$ cat src/rtl/erase_seq_pkg.sv
package erase_seq_pkg;

   typedef enum logic [3:0] {
      S_IDLE, S_DIV, S_STEP, S_CSEND, S_CWAIT,
      S_REL, S_PSEND, S_PWAIT, S_EVAL, S_GAP
   } seq_state_t;

   typedef enum logic [1:0] {
      ERR_NONE  = 2'd0,
      ERR_ALIGN = 2'd1,
      ERR_TMO   = 2'd2
   } err_kind_t;

   localparam logic [7:0] OPC_PAGE   = 8'h81;
   localparam logic [7:0] OPC_GROUP  = 8'h50;
   localparam logic [7:0] OPC_STATUS = 8'hD7;

   localparam int CMD_AW    = 24;
   localparam int GRP_PAGES = 8;
   localparam int GRP_LOG   = 3;
   localparam int CMD_BYTES = 4;
   localparam int STS_BYTES = 2;

endpackage

$ cat src/rtl/erase_divmod.sv
module erase_divmod #(
   parameter int NUM_W = 24,
   parameter int DEN_W = 12
) (
   input  logic             clk,
   input  logic             rst_n,
   input  logic             go,
   input  logic [NUM_W-1:0] num,
   input  logic [DEN_W-1:0] den,
   output logic             valid,
   output logic [NUM_W-1:0] quo,
   output logic [DEN_W-1:0] rem
);
   localparam int CNT_W = $clog2(NUM_W + 1);

   logic [DEN_W:0]   trial;
   logic [CNT_W-1:0] cnt;
   logic             run;

   assign trial = {rem, quo[NUM_W-1]};

   always_ff @(posedge clk or negedge rst_n) begin
      if (!rst_n) begin
         quo   <= '0;
         rem   <= '0;
         cnt   <= '0;
         run   <= 1'b0;
         valid <= 1'b0;
      end else begin
         valid <= 1'b0;
         if (go) begin
            quo <= num;
            rem <= '0;
            cnt <= CNT_W'(NUM_W);
            run <= 1'b1;
         end else if (run) begin
            if (trial >= {1'b0, den}) begin
               rem <= DEN_W'(trial - {1'b0, den});
               quo <= {quo[NUM_W-2:0], 1'b1};
            end else begin
               rem <= trial[DEN_W-1:0];
               quo <= {quo[NUM_W-2:0], 1'b0};
            end
            cnt <= cnt - 1'b1;
            if (cnt == CNT_W'(1)) begin
               run   <= 1'b0;
               valid <= 1'b1;
            end
         end
      end
   end


   rem_bound_chk: assert property (@(posedge clk) disable iff (!rst_n)
      valid |-> (rem < den))
      else $error("remainder not below divisor");

endmodule

$ cat src/rtl/erase_step_pick.sv
module erase_step_pick
   import erase_seq_pkg::*;
#(
   parameter int PN_W = 24,
   parameter int SH_W = 4
) (
   input  logic [PN_W-1:0]   pn,
   input  logic [PN_W-1:0]   npg,
   input  logic [SH_W-1:0]   shift,
   output logic              grp,
   output logic [7:0]        opcode,
   output logic [CMD_AW-1:0] addr
);
   assign grp    = (pn[GRP_LOG-1:0] == '0) && (npg >= PN_W'(GRP_PAGES));
   assign opcode = grp ? OPC_GROUP : OPC_PAGE;

   generate
      if (PN_W < CMD_AW) begin : g_narrow
         assign addr = {{(CMD_AW-PN_W){1'b0}}, pn} << shift;
      end else begin : g_wide
         assign addr = pn[CMD_AW-1:0] << shift;
      end
   endgenerate

endmodule

$ cat src/rtl/erase_seq.sv
module erase_seq
   import erase_seq_pkg::*;
#(
   parameter int ADDR_W      = 24,
   parameter int PS_W        = 12,
   parameter int SH_W        = 4,
   parameter int POLL_CYC    = 375000,
   parameter int TIMEOUT_CYC = 250000000
) (
   input  logic              clk,
   input  logic              rst_n,
   input  logic              start,
   input  logic [ADDR_W-1:0] offset_in,
   input  logic [ADDR_W-1:0] length_in,
   input  logic [PS_W-1:0]   page_size_in,
   input  logic [SH_W-1:0]   page_shift_in,
   output logic              busy,
   output logic              done_o,
   output logic              err_o,
   output logic [1:0]        err_code,
   output logic              spi_cs,
   output logic              spi_req,
   output logic [7:0]        spi_tx,
   input  logic              spi_ack,
   input  logic [7:0]        spi_rx,
   input  logic              spi_fail
);
   localparam int TMR_W = $clog2(TIMEOUT_CYC + 1) + 1;
   localparam int GAP_W = $clog2(POLL_CYC + 1);
   localparam int BI_W  = $clog2(CMD_BYTES);

   initial begin
      assert (POLL_CYC >= 1) else $error("POLL_CYC must be at least 1");
      assert (TIMEOUT_CYC >= 1) else $error("TIMEOUT_CYC must be at least 1");
      assert (ADDR_W > GRP_LOG) else $error("ADDR_W too small");
      assert (PS_W >= 1 && PS_W < ADDR_W) else $error("PS_W out of range");
   end

   seq_state_t        state;
   err_kind_t         ecode;
   logic [ADDR_W-1:0] off_r, len_r, pn, npg;
   logic [PS_W-1:0]   ps_r;
   logic [SH_W-1:0]   sh_r;
   logic              div_go;
   logic [1:0]        dval;
   logic [ADDR_W-1:0] dnum [2];
   logic [ADDR_W-1:0] dquo [2];
   logic [PS_W-1:0]   drem [2];
   logic              grp_c, grp_r;
   logic [7:0]        opc_c, opc_r;
   logic [CMD_AW-1:0] adr_c, adr_r;
   logic [BI_W-1:0]   bidx;
   logic [7:0]        sts;
   logic [TMR_W-1:0]  tmr;
   logic [GAP_W-1:0]  gap;
   logic              in_wait;

   assign dnum[0] = off_r;
   assign dnum[1] = len_r;

   generate
      for (genvar gi = 0; gi < 2; gi++) begin : g_div
         erase_divmod #(.NUM_W(ADDR_W), .DEN_W(PS_W)) u_div (
            .clk  (clk),
            .rst_n(rst_n),
            .go   (div_go),
            .num  (dnum[gi]),
            .den  (ps_r),
            .valid(dval[gi]),
            .quo  (dquo[gi]),
            .rem  (drem[gi])
         );
      end
   endgenerate

   erase_step_pick #(.PN_W(ADDR_W), .SH_W(SH_W)) u_pick (
      .pn    (pn),
      .npg   (npg),
      .shift (sh_r),
      .grp   (grp_c),
      .opcode(opc_c),
      .addr  (adr_c)
   );

   assign busy     = (state != S_IDLE);
   assign err_code = ecode;
   assign spi_cs   = (state == S_CSEND) || (state == S_CWAIT) ||
                     (state == S_PSEND) || (state == S_PWAIT);
   assign spi_req  = (state == S_CSEND) || (state == S_PSEND);
   assign in_wait  = (state == S_REL) || (state == S_PSEND) || (state == S_PWAIT) ||
                     (state == S_EVAL) || (state == S_GAP);

   always_comb begin
      spi_tx = 8'h00;
      if (state == S_CSEND || state == S_CWAIT) begin
         case (bidx)
            BI_W'(0): spi_tx = opc_r;
            BI_W'(1): spi_tx = adr_r[23:16];
            BI_W'(2): spi_tx = adr_r[15:8];
            default:  spi_tx = 8'h00;
         endcase
      end else if (bidx == '0) begin
         spi_tx = OPC_STATUS;
      end
   end

   always_ff @(posedge clk or negedge rst_n) begin
      if (!rst_n) begin
         state  <= S_IDLE;
         ecode  <= ERR_NONE;
         off_r  <= '0;
         len_r  <= '0;
         ps_r   <= '0;
         sh_r   <= '0;
         pn     <= '0;
         npg    <= '0;
         div_go <= 1'b0;
         grp_r  <= 1'b0;
         opc_r  <= '0;
         adr_r  <= '0;
         bidx   <= '0;
         sts    <= '0;
         tmr    <= '0;
         gap    <= '0;
         done_o <= 1'b0;
         err_o  <= 1'b0;
      end else begin
         div_go <= 1'b0;
         done_o <= 1'b0;
         err_o  <= 1'b0;
         if (in_wait && tmr != '1) tmr <= tmr + 1'b1;
         case (state)
            S_IDLE: if (start) begin
               off_r <= offset_in;
               len_r <= length_in;
               ps_r  <= page_size_in;
               sh_r  <= page_shift_in;
               if (page_size_in == '0) begin
                  ecode <= ERR_ALIGN;
                  err_o <= 1'b1;
               end else begin
                  ecode  <= ERR_NONE;
                  div_go <= 1'b1;
                  state  <= S_DIV;
               end
            end
            S_DIV: if (dval[0]) begin
               if (drem[0] != '0 || drem[1] != '0) begin
                  ecode <= ERR_ALIGN;
                  err_o <= 1'b1;
                  state <= S_IDLE;
               end else begin
                  pn    <= dquo[0];
                  npg   <= dquo[1];
                  state <= S_STEP;
               end
            end
            S_STEP: if (npg == '0) begin
               done_o <= 1'b1;
               state  <= S_IDLE;
            end else begin
               grp_r <= grp_c;
               opc_r <= opc_c;
               adr_r <= adr_c;
               bidx  <= '0;
               state <= S_CSEND;
            end
            S_CSEND: state <= S_CWAIT;
            S_CWAIT: if (spi_ack) begin
               if (bidx == BI_W'(CMD_BYTES - 1)) begin
                  tmr   <= '0;
                  state <= S_REL;
               end else begin
                  bidx  <= bidx + 1'b1;
                  state <= S_CSEND;
               end
            end
            S_REL: begin
               bidx  <= '0;
               state <= S_PSEND;
            end
            S_PSEND: state <= S_PWAIT;
            S_PWAIT: if (spi_ack) begin
               if (bidx == BI_W'(STS_BYTES - 1)) begin
                  sts   <= spi_fail ? 8'h00 : spi_rx;
                  state <= S_EVAL;
               end else begin
                  bidx  <= bidx + 1'b1;
                  state <= S_PSEND;
               end
            end
            S_EVAL: if (sts[7]) begin
               pn    <= pn + (grp_r ? ADDR_W'(GRP_PAGES) : ADDR_W'(1));
               npg   <= npg - (grp_r ? ADDR_W'(GRP_PAGES) : ADDR_W'(1));
               state <= S_STEP;
            end else if (tmr >= TMR_W'(TIMEOUT_CYC)) begin
               ecode <= ERR_TMO;
               err_o <= 1'b1;
               state <= S_IDLE;
            end else begin
               gap   <= '0;
               state <= S_GAP;
            end
            S_GAP: if (gap == GAP_W'(POLL_CYC - 1)) begin
               bidx  <= '0;
               state <= S_PSEND;
            end else begin
               gap <= gap + 1'b1;
            end
            default: state <= S_IDLE;
         endcase
      end
   end


   req_framed_chk: assert property (@(posedge clk) disable iff (!rst_n)
      spi_req |-> spi_cs)
      else $error("byte request outside a frame");


   done_pulse_chk: assert property (@(posedge clk) disable iff (!rst_n)
      done_o |=> !done_o)
      else $error("done wider than one cycle");


   end_excl_chk: assert property (@(posedge clk) disable iff (!rst_n)
      !(done_o && err_o))
      else $error("done and error together");


   code_hold_chk: assert property (@(posedge clk) disable iff (!rst_n)
      (state == S_IDLE && $past(state) == S_IDLE && !$past(start)) |-> $stable(ecode))
      else $error("error code changed while idle");


   advance_chk: assert property (@(posedge clk) disable iff (!rst_n)
      (state == S_STEP && $past(state) == S_EVAL) |-> ((pn - $past(pn)) == ($past(npg) - npg)))
      else $error("page number and remaining count moved apart");


   tmo_late_chk: assert property (@(posedge clk) disable iff (!rst_n)
      (err_o && ecode == ERR_TMO) |-> ($past(tmr) >= TMR_W'(TIMEOUT_CYC)))
      else $error("timeout reported early");

endmodule

$ cat config.mk
export PLATFORM = sky130hd
export DESIGN_NAME = erase_seq
export DESIGN_NICKNAME = d
export VERILOG_FILES = /design/src/rtl/erase_seq_pkg.sv /design/src/rtl/erase_divmod.sv /design/src/rtl/erase_step_pick.sv /design/src/rtl/erase_seq.sv
export SDC_FILE = /design/constraint.sdc
export NUM_CORES = 1
export LEC_CHECK = 0
export CAP_MARGIN = 25
export CORE_ASPECT_RATIO = 0.75
export CORE_MARGIN = 2
export CORE_UTILIZATION = 46
export DETAILED_ROUTE_END_ITERATION = 16
export HOLD_SLACK_MARGIN = 0.05
export PLACE_DENSITY = 0.61
export SETUP_SLACK_MARGIN = 0.3
export SLEW_MARGIN = 30
export SYNTH_ARGS = -nofsm -noshare
export SYNTH_HDL_FRONTEND = slang
export SYNTH_HIERARCHICAL = 1
export SYNTH_SLANG_ARGS = --single-unit
$ cat constraint.sdc
create_clock -name clk -period 3.5 [get_ports clk]
set_input_delay 0.7 -clock clk [delete_from_list [all_inputs] [get_ports clk]]
set_output_delay 0.7 -clock clk [all_outputs]
set_load 0.01 [all_outputs]
==> tab_implementation.tex, run 1 <==
\begin{tabular}{lr}
\hline
Metric & Value \\
\hline
\multicolumn{2}{l}{\textbf{Yosys}} \\
\quad Warnings, synthesis & 6 \\
\quad Cell area after synthesis & about 17,000 µm² \\
\quad Mean instance size in the synthesized netlist & 9.66 µm² \\
\quad Gate Count Post-Synth & 1,726 \\
\multicolumn{2}{l}{\textbf{Floorplanning}} \\
\quad Overall die area & $\sim$38,000 µm² \\
\quad Starting density of the core & 46.6\% \\
\quad Die span in y & 169 µm \\
\quad Cell row count & 60 \\
\quad Die W & between 200 and 250 µm \\
\quad I/O pin count & 92 \\
\quad CORE AREA & 35,800 µm² \\
\multicolumn{2}{l}{\textbf{STA}} \\
\quad RSZ-0062 raised after global routing & false \\
\quad Worst hold margin & roughly 0.12 ns \\
\quad Tmin final & between 3 and 4 ns \\
\quad Final-report setup violation count & 0 \\
\quad Actual slew at the worst max-slew pin & 0.970 ns \\
\quad Max-slew violation count & 0 \\
\quad Final worst path period share & 87.6\% \\
\quad Setup skew after layout & 0.0178 ns \\
\quad FMAX & 326 MHz \\
\quad Final count of hold timing violations & 0 \\
\quad Worst slew margin relative to its limit & 35.3\% \\
\quad Post-Route Setup TNS & 0 ns \\
\multicolumn{2}{l}{\textbf{Run}} \\
\quad Number of maximum-capacitance violations & 0 \\
\multicolumn{2}{l}{\textbf{Clocking}} \\
\quad CTS sink count & 282 \\
\quad Clock buffer count from CTS & 31 \\
\quad CTS Root Buffer Type & clkbuf\_16 \\
\quad Clock network latency to the later pin of the worst-skew pair & 0.59 ns \\
\quad Clock tree from TritonCTS & yes \\
\quad Worst-path clk slew & 0.06 ns \\
\quad H-Tree Level Count & 1 \\
\quad Number of buffers added to fix hold violations after cts & 0 \\
\quad Clock tree buffer depth & 3 \\
\multicolumn{2}{l}{\textbf{Placement}} \\
\quad RePlAce Congestion & between 0.8 and 0.9 \\
\quad Post-DP HPWL & 29,900 µm \\
\quad Port bufs & 84 \\
\multicolumn{2}{l}{\textbf{Worst setup path}} \\
\quad Crit path required time & approximately 2.8 ns \\
\quad Flop2flop setup slack & 0.56 ns \\
\quad Worst setup SP type & flop \\
\quad Sort of element at the end of the critical path & output port \\
\quad Worst flop-to-flop path endpoint & g\_div[1].u\_div/rem[7] \\
\quad Path type of the worst setup path & reg -> out \\
\quad Peak fanout along the critical path & 21 \\
\quad Arrival time at the worst endpoint & around 2.4 ns \\
\quad Worst r2r src & ps\_r[6] \\
\quad Register-to-Register Path Depth & 9 \\
\multicolumn{2}{l}{\textbf{Final layout}} \\
\quad Relative area change from synthesis to final layout & 14.6\% \\
\quad Commonest non-fill, non-tap cell in the layout & dfrtp\_1 \\
\quad Most frequent cells in the layout & dfrtp\_1, nand2\_1, o21ai\_0 \\
\quad Layout fillers & 3,234 \\
\quad Layout cells sized above 1 & roughly an eighth \\
\quad Number of diodes added for antenna fixing & 0 \\
\quad Nets@finish & 1,890 \\
\multicolumn{2}{l}{\textbf{Detailed routing}} \\
\quad Avg WL per Cell & between 15 and 20 µm \\
\quad Antenna Violating Nets Remaining & 0 \\
\quad DRC violations left & 0 \\
\quad First-pass iteration count of the detailed router & 5 \\
\quad Routed wire length & 43,300 µm \\
\quad Via density per instance & slightly above 6 \\
\quad Via count & 13,700 \\
\quad Starting DRC count in detailed routing & 1,356 \\
\multicolumn{2}{l}{\textbf{Worst hold path}} \\
\quad Path category of the worst min-delay check & in -> async \\
\multicolumn{2}{l}{\textbf{Pwr}} \\
\quad VDD IR max & 0.494 mV \\
\quad Cell Pwr Density & 745 nW/µm² \\
\quad Pleak & 8.35 nW \\
\multicolumn{2}{l}{\textbf{Global routing}} \\
\quad Pin count of the biggest net entering global routing & 83 \\
\quad Global-route wire length before repair & 70,800 µm \\
\quad Aggregate global-route resource usage & 22.9\% \\
\quad Number of global-route vias before repair & 13,100 \\
\quad Antenna violations before repair & 0 \\
\quad Leftover overflow at the end of global routing & 0 \\
\multicolumn{2}{l}{\textbf{Run status}} \\
\quad Result of the run & complete, no violations \\
\hline
\end{tabular}
## registers in the layout (all words and copies together), names as in the netlist, 4 cells and up
name and cells:
g_div.u_div/rem 24, sh_r 4, off_r 24, opc_r 8
state 4, npg 24, len_r 24, tmr 29
gap 19, pn 24, g_div.u_div/quo 48, g_div.u_div/cnt 10
adr_r 16, ps_r 12
## repair_timing
action / CTS / global route
setup buffers: 0 / 1
hold endpoints to repair: 0 / 0
gates resized for setup: 10 / 7
endpoints found under the setup margin: 9 / 8
## where the power goes
group | switching [mW] | total (mW) | internal, mW
logic | 2.84 | 5.44 | 2.60
clock network | 1.42 | 3.56 | 2.14
registers | 1.05 | 5.24 | 4.19
## layout make-up
cell class | instances | area (µm²) | area share [%]
Multi-Input combinational cell | 1281 | 8960 | 46.9
Sequential cell | 282 | 7070 | 37.0
Timing Repair Buffer | 120 | 1180 | 6.18
Clock buffer | 42 | 887 | 4.64
Tap cell | 465 | 582 | 3.05
Clock inverter | 16 | 224 | 1.17
Inverter | 54 | 203 | 1.06
## worst max-delay path: stages, from the launching register on
cell and delay, ns:
dfrtp_1 0.62, nor2_1 0.50, nand2_1 0.15, clkdlybuf4s50_1 0.50
## per-layer routing
layer	GRT usage, %	up-vias	share of wire [%]
met4	5.01	0	1.9
met2	34.2	350	43
met5	0	-	0
met3	2.69	62	5.0
met1	35.6	6792	50
li1	-	6508	-
## per-stage QoR
step / cells / util (%) / instance area [µm²] / power (mW) / setup WS (ns)
3_5_place_dp: 2201 / 50.2 / 18000 / 10.7 / 0.653
4_1_cts: 2259 / 53.3 / 19100 / 14.3 / 0.235
3_3_place_gp: 2201 / 50.1 / 18000 / 10.6 / 0.701
6_report: 2260 / 53.4 / 19100 / 14.2 / 0.432
2_1_floorplan: 1729 / - / 16700 / 9.18 / 1.05
5_1_grt: 2260 / 53.4 / 19100 / 15.3 / 0.346
## worst max path at each step
stage                                      from                     to  slack [ns]  cells past startpoint
after floorplan           g_div[0].u_div/rem[5]  g_div[0].u_div/rem[0]        1.05                      8
after global placement    g_div[1].u_div/rem[7]                  pn[0]        0.70                      6
after detailed placement                ps_r[6]  g_div[1].u_div/rem[7]        0.65                      9
after CTS                              state[0]              spi_tx[6]        0.24                      6
after global routing                   state[3]                   busy        0.35                      3
final                                  state[3]                   busy        0.43                      3
Power figures use the tool's default switching activity.
==> run 2: changes to the inputs <==
--- a/config.mk
+++ b/config.mk
@@ -11,7 +11,8 @@
 export CORE_UTILIZATION = 46
 export DETAILED_ROUTE_END_ITERATION = 16
+export GPL_ROUTABILITY_DRIVEN = 1
 export HOLD_SLACK_MARGIN = 0.05
 export PLACE_DENSITY = 0.61
-export SETUP_SLACK_MARGIN = 0.3
+export SETUP_SLACK_MARGIN = 0.1
 export SLEW_MARGIN = 30
 export SYNTH_ARGS = -nofsm -noshare
==> constraint.sdc (replaced) <==
create_clock -name clk -period 3.5 [get_ports clk]
set_input_delay 0.525 -clock clk [delete_from_list [all_inputs] [get_ports clk]]
set_output_delay 0.525 -clock clk [all_outputs]
set_load 0.01 [all_outputs]
==> tab_implementation.tex, run 2 (synthesis gave the netlist of run 1 again) <==
\begin{tabular}{lr}
\hline
Metric & Value \\
\hline
\multicolumn{2}{l}{\textbf{Clocking}} \\
\quad Clock tree from TritonCTS & yes \\
\quad H-Tree Level Count & 1 (unchanged) \\
\quad CTS sink count & 282 (unchanged) \\
\quad Clock buffer count from CTS & 30 (-3.2\%) \\
\quad Clock network latency to the later pin of the worst-skew pair & 0.59 ns (about the same) \\
\quad Worst-path clk slew & 0.06 ns (about the same) \\
\quad CTS Root Buffer Type & clkbuf\_16 \\
\quad Clock tree buffer depth & 3 (unchanged) \\
\multicolumn{2}{l}{\textbf{Worst hold path}} \\
\quad Sink of the worst hold path & g\_div[1].u\_div/quo[18] \\
\quad Launch instance of the worst min-delay path & len\_r[18] \\
\quad Worst hold path cell count & 2 \\
\quad Path category of the worst min-delay check & reg -> reg \\
\multicolumn{2}{l}{\textbf{Run}} \\
\quad Number of maximum-capacitance violations & 0 (unchanged) \\
\multicolumn{2}{l}{\textbf{Floorplanning}} \\
\quad Overall die area & 37,800 µm² (unchanged) \\
\quad Die W & 224 µm (unchanged) \\
\quad Cell row count & 60 (unchanged) \\
\quad Starting density of the core & 46.6\% (unchanged) \\
\quad I/O pin count & 92 (unchanged) \\
\quad Die span in y & 169 µm (unchanged) \\
\quad CORE AREA & 35,800 µm² (unchanged) \\
\multicolumn{2}{l}{\textbf{Final layout}} \\
\quad Layout fillers & 3,206 (-0.87\%) \\
\quad Flip-flop count of the largest register, all copies and words added & 48 (unchanged) \\
\quad Top flop regs & g\_div.u\_div/quo (48), tmr (29) \\
\quad Commonest non-fill, non-tap cell in the layout & dfrtp\_1 \\
\quad Design Area, Final & 19,100 µm² (-0.17\%) \\
\quad Number of diodes added for antenna fixing & 0 (unchanged) \\
\quad Relative area change from synthesis to final layout & 14.4\% \\
\quad Layout cells sized above 1 & 12.7\% (-0.42 points) \\
\quad Final core utilization & 53.3\% (-0.091 points) \\
\quad Largest register by flop count & g\_div.u\_div/quo \\
\quad Most frequent cells in the layout & dfrtp\_1, nand2\_1, o21ai\_0 \\
\quad Nets@finish & 1,892 (+0.11\%) \\
\multicolumn{2}{l}{\textbf{Worst setup path}} \\
\quad Flop2flop setup slack & 0.53 ns (-0.03 ns) \\
\quad Register-to-Register Path Depth & 6 (-3) \\
\quad Path type of the worst setup path & reg -> out \\
\quad Arrival time at the worst endpoint & 2.76 ns (+0.39 ns) \\
\quad Worst flop-to-flop path endpoint & tmr[15] \\
\quad Worst setup SP type & flop \\
\quad Sort of element at the end of the critical path & output port \\
\quad Worst r2r src & state[1] \\
\quad Peak fanout along the critical path & 9 (-57\%) \\
\quad Crit path required time & 2.97 ns (+0.17 ns) \\
\multicolumn{2}{l}{\textbf{STA}} \\
\quad FMAX & 304 MHz (-6.6\%) \\
\quad Setup skew after layout & 0.0224 ns (+0.00461 ns) \\
\quad RSZ-0062 raised after global routing & false \\
\quad Worst slew margin relative to its limit & 38.1\% (+2.8 points) \\
\quad Final critical-path setup slack & 0.216 ns (-0.217 ns) \\
\quad Final count of hold timing violations & 0 (unchanged) \\
\quad Tmin final & 3.28 ns (+0.217 ns) \\
\quad Final worst path period share & 93.8\% (+6.2 points) \\
\quad Final-report setup violation count & 0 (unchanged) \\
\quad Post-Route Setup TNS & 0 ns (unchanged) \\
\quad Max-slew violation count & 0 (unchanged) \\
\quad Actual slew at the worst max-slew pin & 0.929 ns (-0.0414 ns) \\
\multicolumn{2}{l}{\textbf{Detailed routing}} \\
\quad Starting DRC count in detailed routing & 1,373 (+1.3\%) \\
\quad Avg WL per Cell & 18.9 µm (-1.1\%) \\
\quad Via density per instance & 6.01 (-0.88\%) \\
\quad Routed wire length & 42,700 µm (-1.3\%) \\
\quad First-pass iteration count of the detailed router & 5 (unchanged) \\
\quad Via count & 13,600 (-1.0\%) \\
\quad Antenna Violating Nets Remaining & 0 (unchanged) \\
\quad DRC violations left & 0 (unchanged) \\
\multicolumn{2}{l}{\textbf{Global routing}} \\
\quad Antenna violations before repair & 0 (unchanged) \\
\quad Aggregate global-route resource usage & 22.9\% (-0.052 points) \\
\quad Number of global-route vias before repair & 13,200 (+0.66\%) \\
\quad Leftover overflow at the end of global routing & 0 (unchanged) \\
\quad Global-route wire length before repair & 70,700 µm (-0.22\%) \\
\quad Pin count of the biggest net entering global routing & 96 (+16\%) \\
\multicolumn{2}{l}{\textbf{Run status}} \\
\quad Result of the run & complete, no violations \\
\multicolumn{2}{l}{\textbf{Placement}} \\
\quad Placed inst area & 18,000 µm² (about the same) \\
\quad Port bufs & 84 (unchanged) \\
\quad Worst setup slack before clock tree synthesis & 0.574 ns (-0.0789 ns) \\
\quad RePlAce Congestion & 0.885 (-0.53\%) \\
\quad Post-DP HPWL & 29,900 µm (about the same) \\
\multicolumn{2}{l}{\textbf{Pwr}} \\
\quad Internal power of the cells & 8.96 mW (+0.37\%) \\
\quad Clock power share & 24.8\% (-0.2 points) \\
\quad Net switching fraction of the power & 36.8\% (-0.55 points) \\
\quad Portion of total power attributed to sequential cells & 37.4\% (+0.6 points) \\
\quad Pleak & 8.32 nW (-0.46\%) \\
\quad VDD IR max & 0.405 mV (-18\%) \\
\quad Cell Pwr Density & 743 nW/µm² (-0.33\%) \\
\quad Switching power & 5.21 mW (-2.0\%) \\
\quad Combinational fraction of design power & 37.7\% (-0.5 points) \\
\hline
\end{tabular}
==> run 2: changes by cell type in the layout (fill, tap and decap cells not counted), sizes merged <==
cell           previous run  this run
clkdlybuf4s50            75        82
buf                      37        39
dlymetal6s2s              3         1
bufinv                    5         6
dlygate4sd3               0         1
clkinv                    7         6
clkinvlp                  3         0
inv                      55        53
clkbuf                   42        41
dlygate4sd2               5         0
==> run 2: stage by stage <==
stage	total power [mW]	instances	hold WS, ns
floorplan	9.18	1729	0.229
global placement	10.6	2203	0.462
detailed placement	10.7	2203	0.467
CTS	14.3	2256	0.477
global route	15.2	2257	0.515
finish	14.2	2257	0.474
==> run 2: repair_timing <==
action,CTS,global route
hold buffers,1,0
endpoints found under the setup margin,8,8
hold endpoints to repair,76,0
setup buffers,0,1
resized for setup,1,3
==> run 2: final cells by class <==
type                       count  area [µm²]  area share, %
multi-input combinational   1281        8950           46.9
sequential                   282        7070           37.1
timing repair buffer         123        1190           6.26
clock buffer                  41         862           4.52
tap                          465         582           3.05
clock inverter                11         216           1.13
inverter                      54         203           1.06
==> run 2: routing by layer <==
layer	GRT usage, %	routed length, µm
met1	34.5	21000
met5	0	0
met3	4.17	2340
met2	33.6	18300
met4	6.32	1100
==> run 2: power by group through the flow <==
stage | sequential (mW) | clock, mW | combinational [mW]
2_1_floorplan | 4.76 | 0 | 4.42
3_3_place_gp | 5.34 | 0 | 5.21
3_5_place_dp | 5.36 | 0 | 5.31
4_1_cts | 5.32 | 3.61 | 5.35
5_1_grt | 5.47 | 3.73 | 5.98
6_report | 5.30 | 3.52 | 5.35
==> run 2: how the worst max path moves through the flow <==
| stage | end | depth (start not counted) | start |
|---|---|---|---|
| final | spi_tx[6] | 7 | state[0] |
| after CTS | spi_tx[6] | 6 | state[0] |
| after global placement | g_div[1].u_div/rem[0] | 8 | g_div[1].u_div/rem[5] |
| after detailed placement | g_div[1].u_div/rem[0] | 8 | g_div[1].u_div/rem[5] |
| after global routing | spi_tx[0] | 7 | state[0] |
| after floorplan | g_div[0].u_div/rem[0] | 8 | g_div[0].u_div/rem[5] |
==> run 2: critical path, cell delays in order (launching register included) <==
cell and delay (ns):
dfrtp_2 0.46, buf_4 0.18, nand2b_1 0.17, nor2_1 0.11, a21oi_1 0.08, or3_4 0.41
o21ai_0 0.19, clkdlybuf4s50_1 0.57
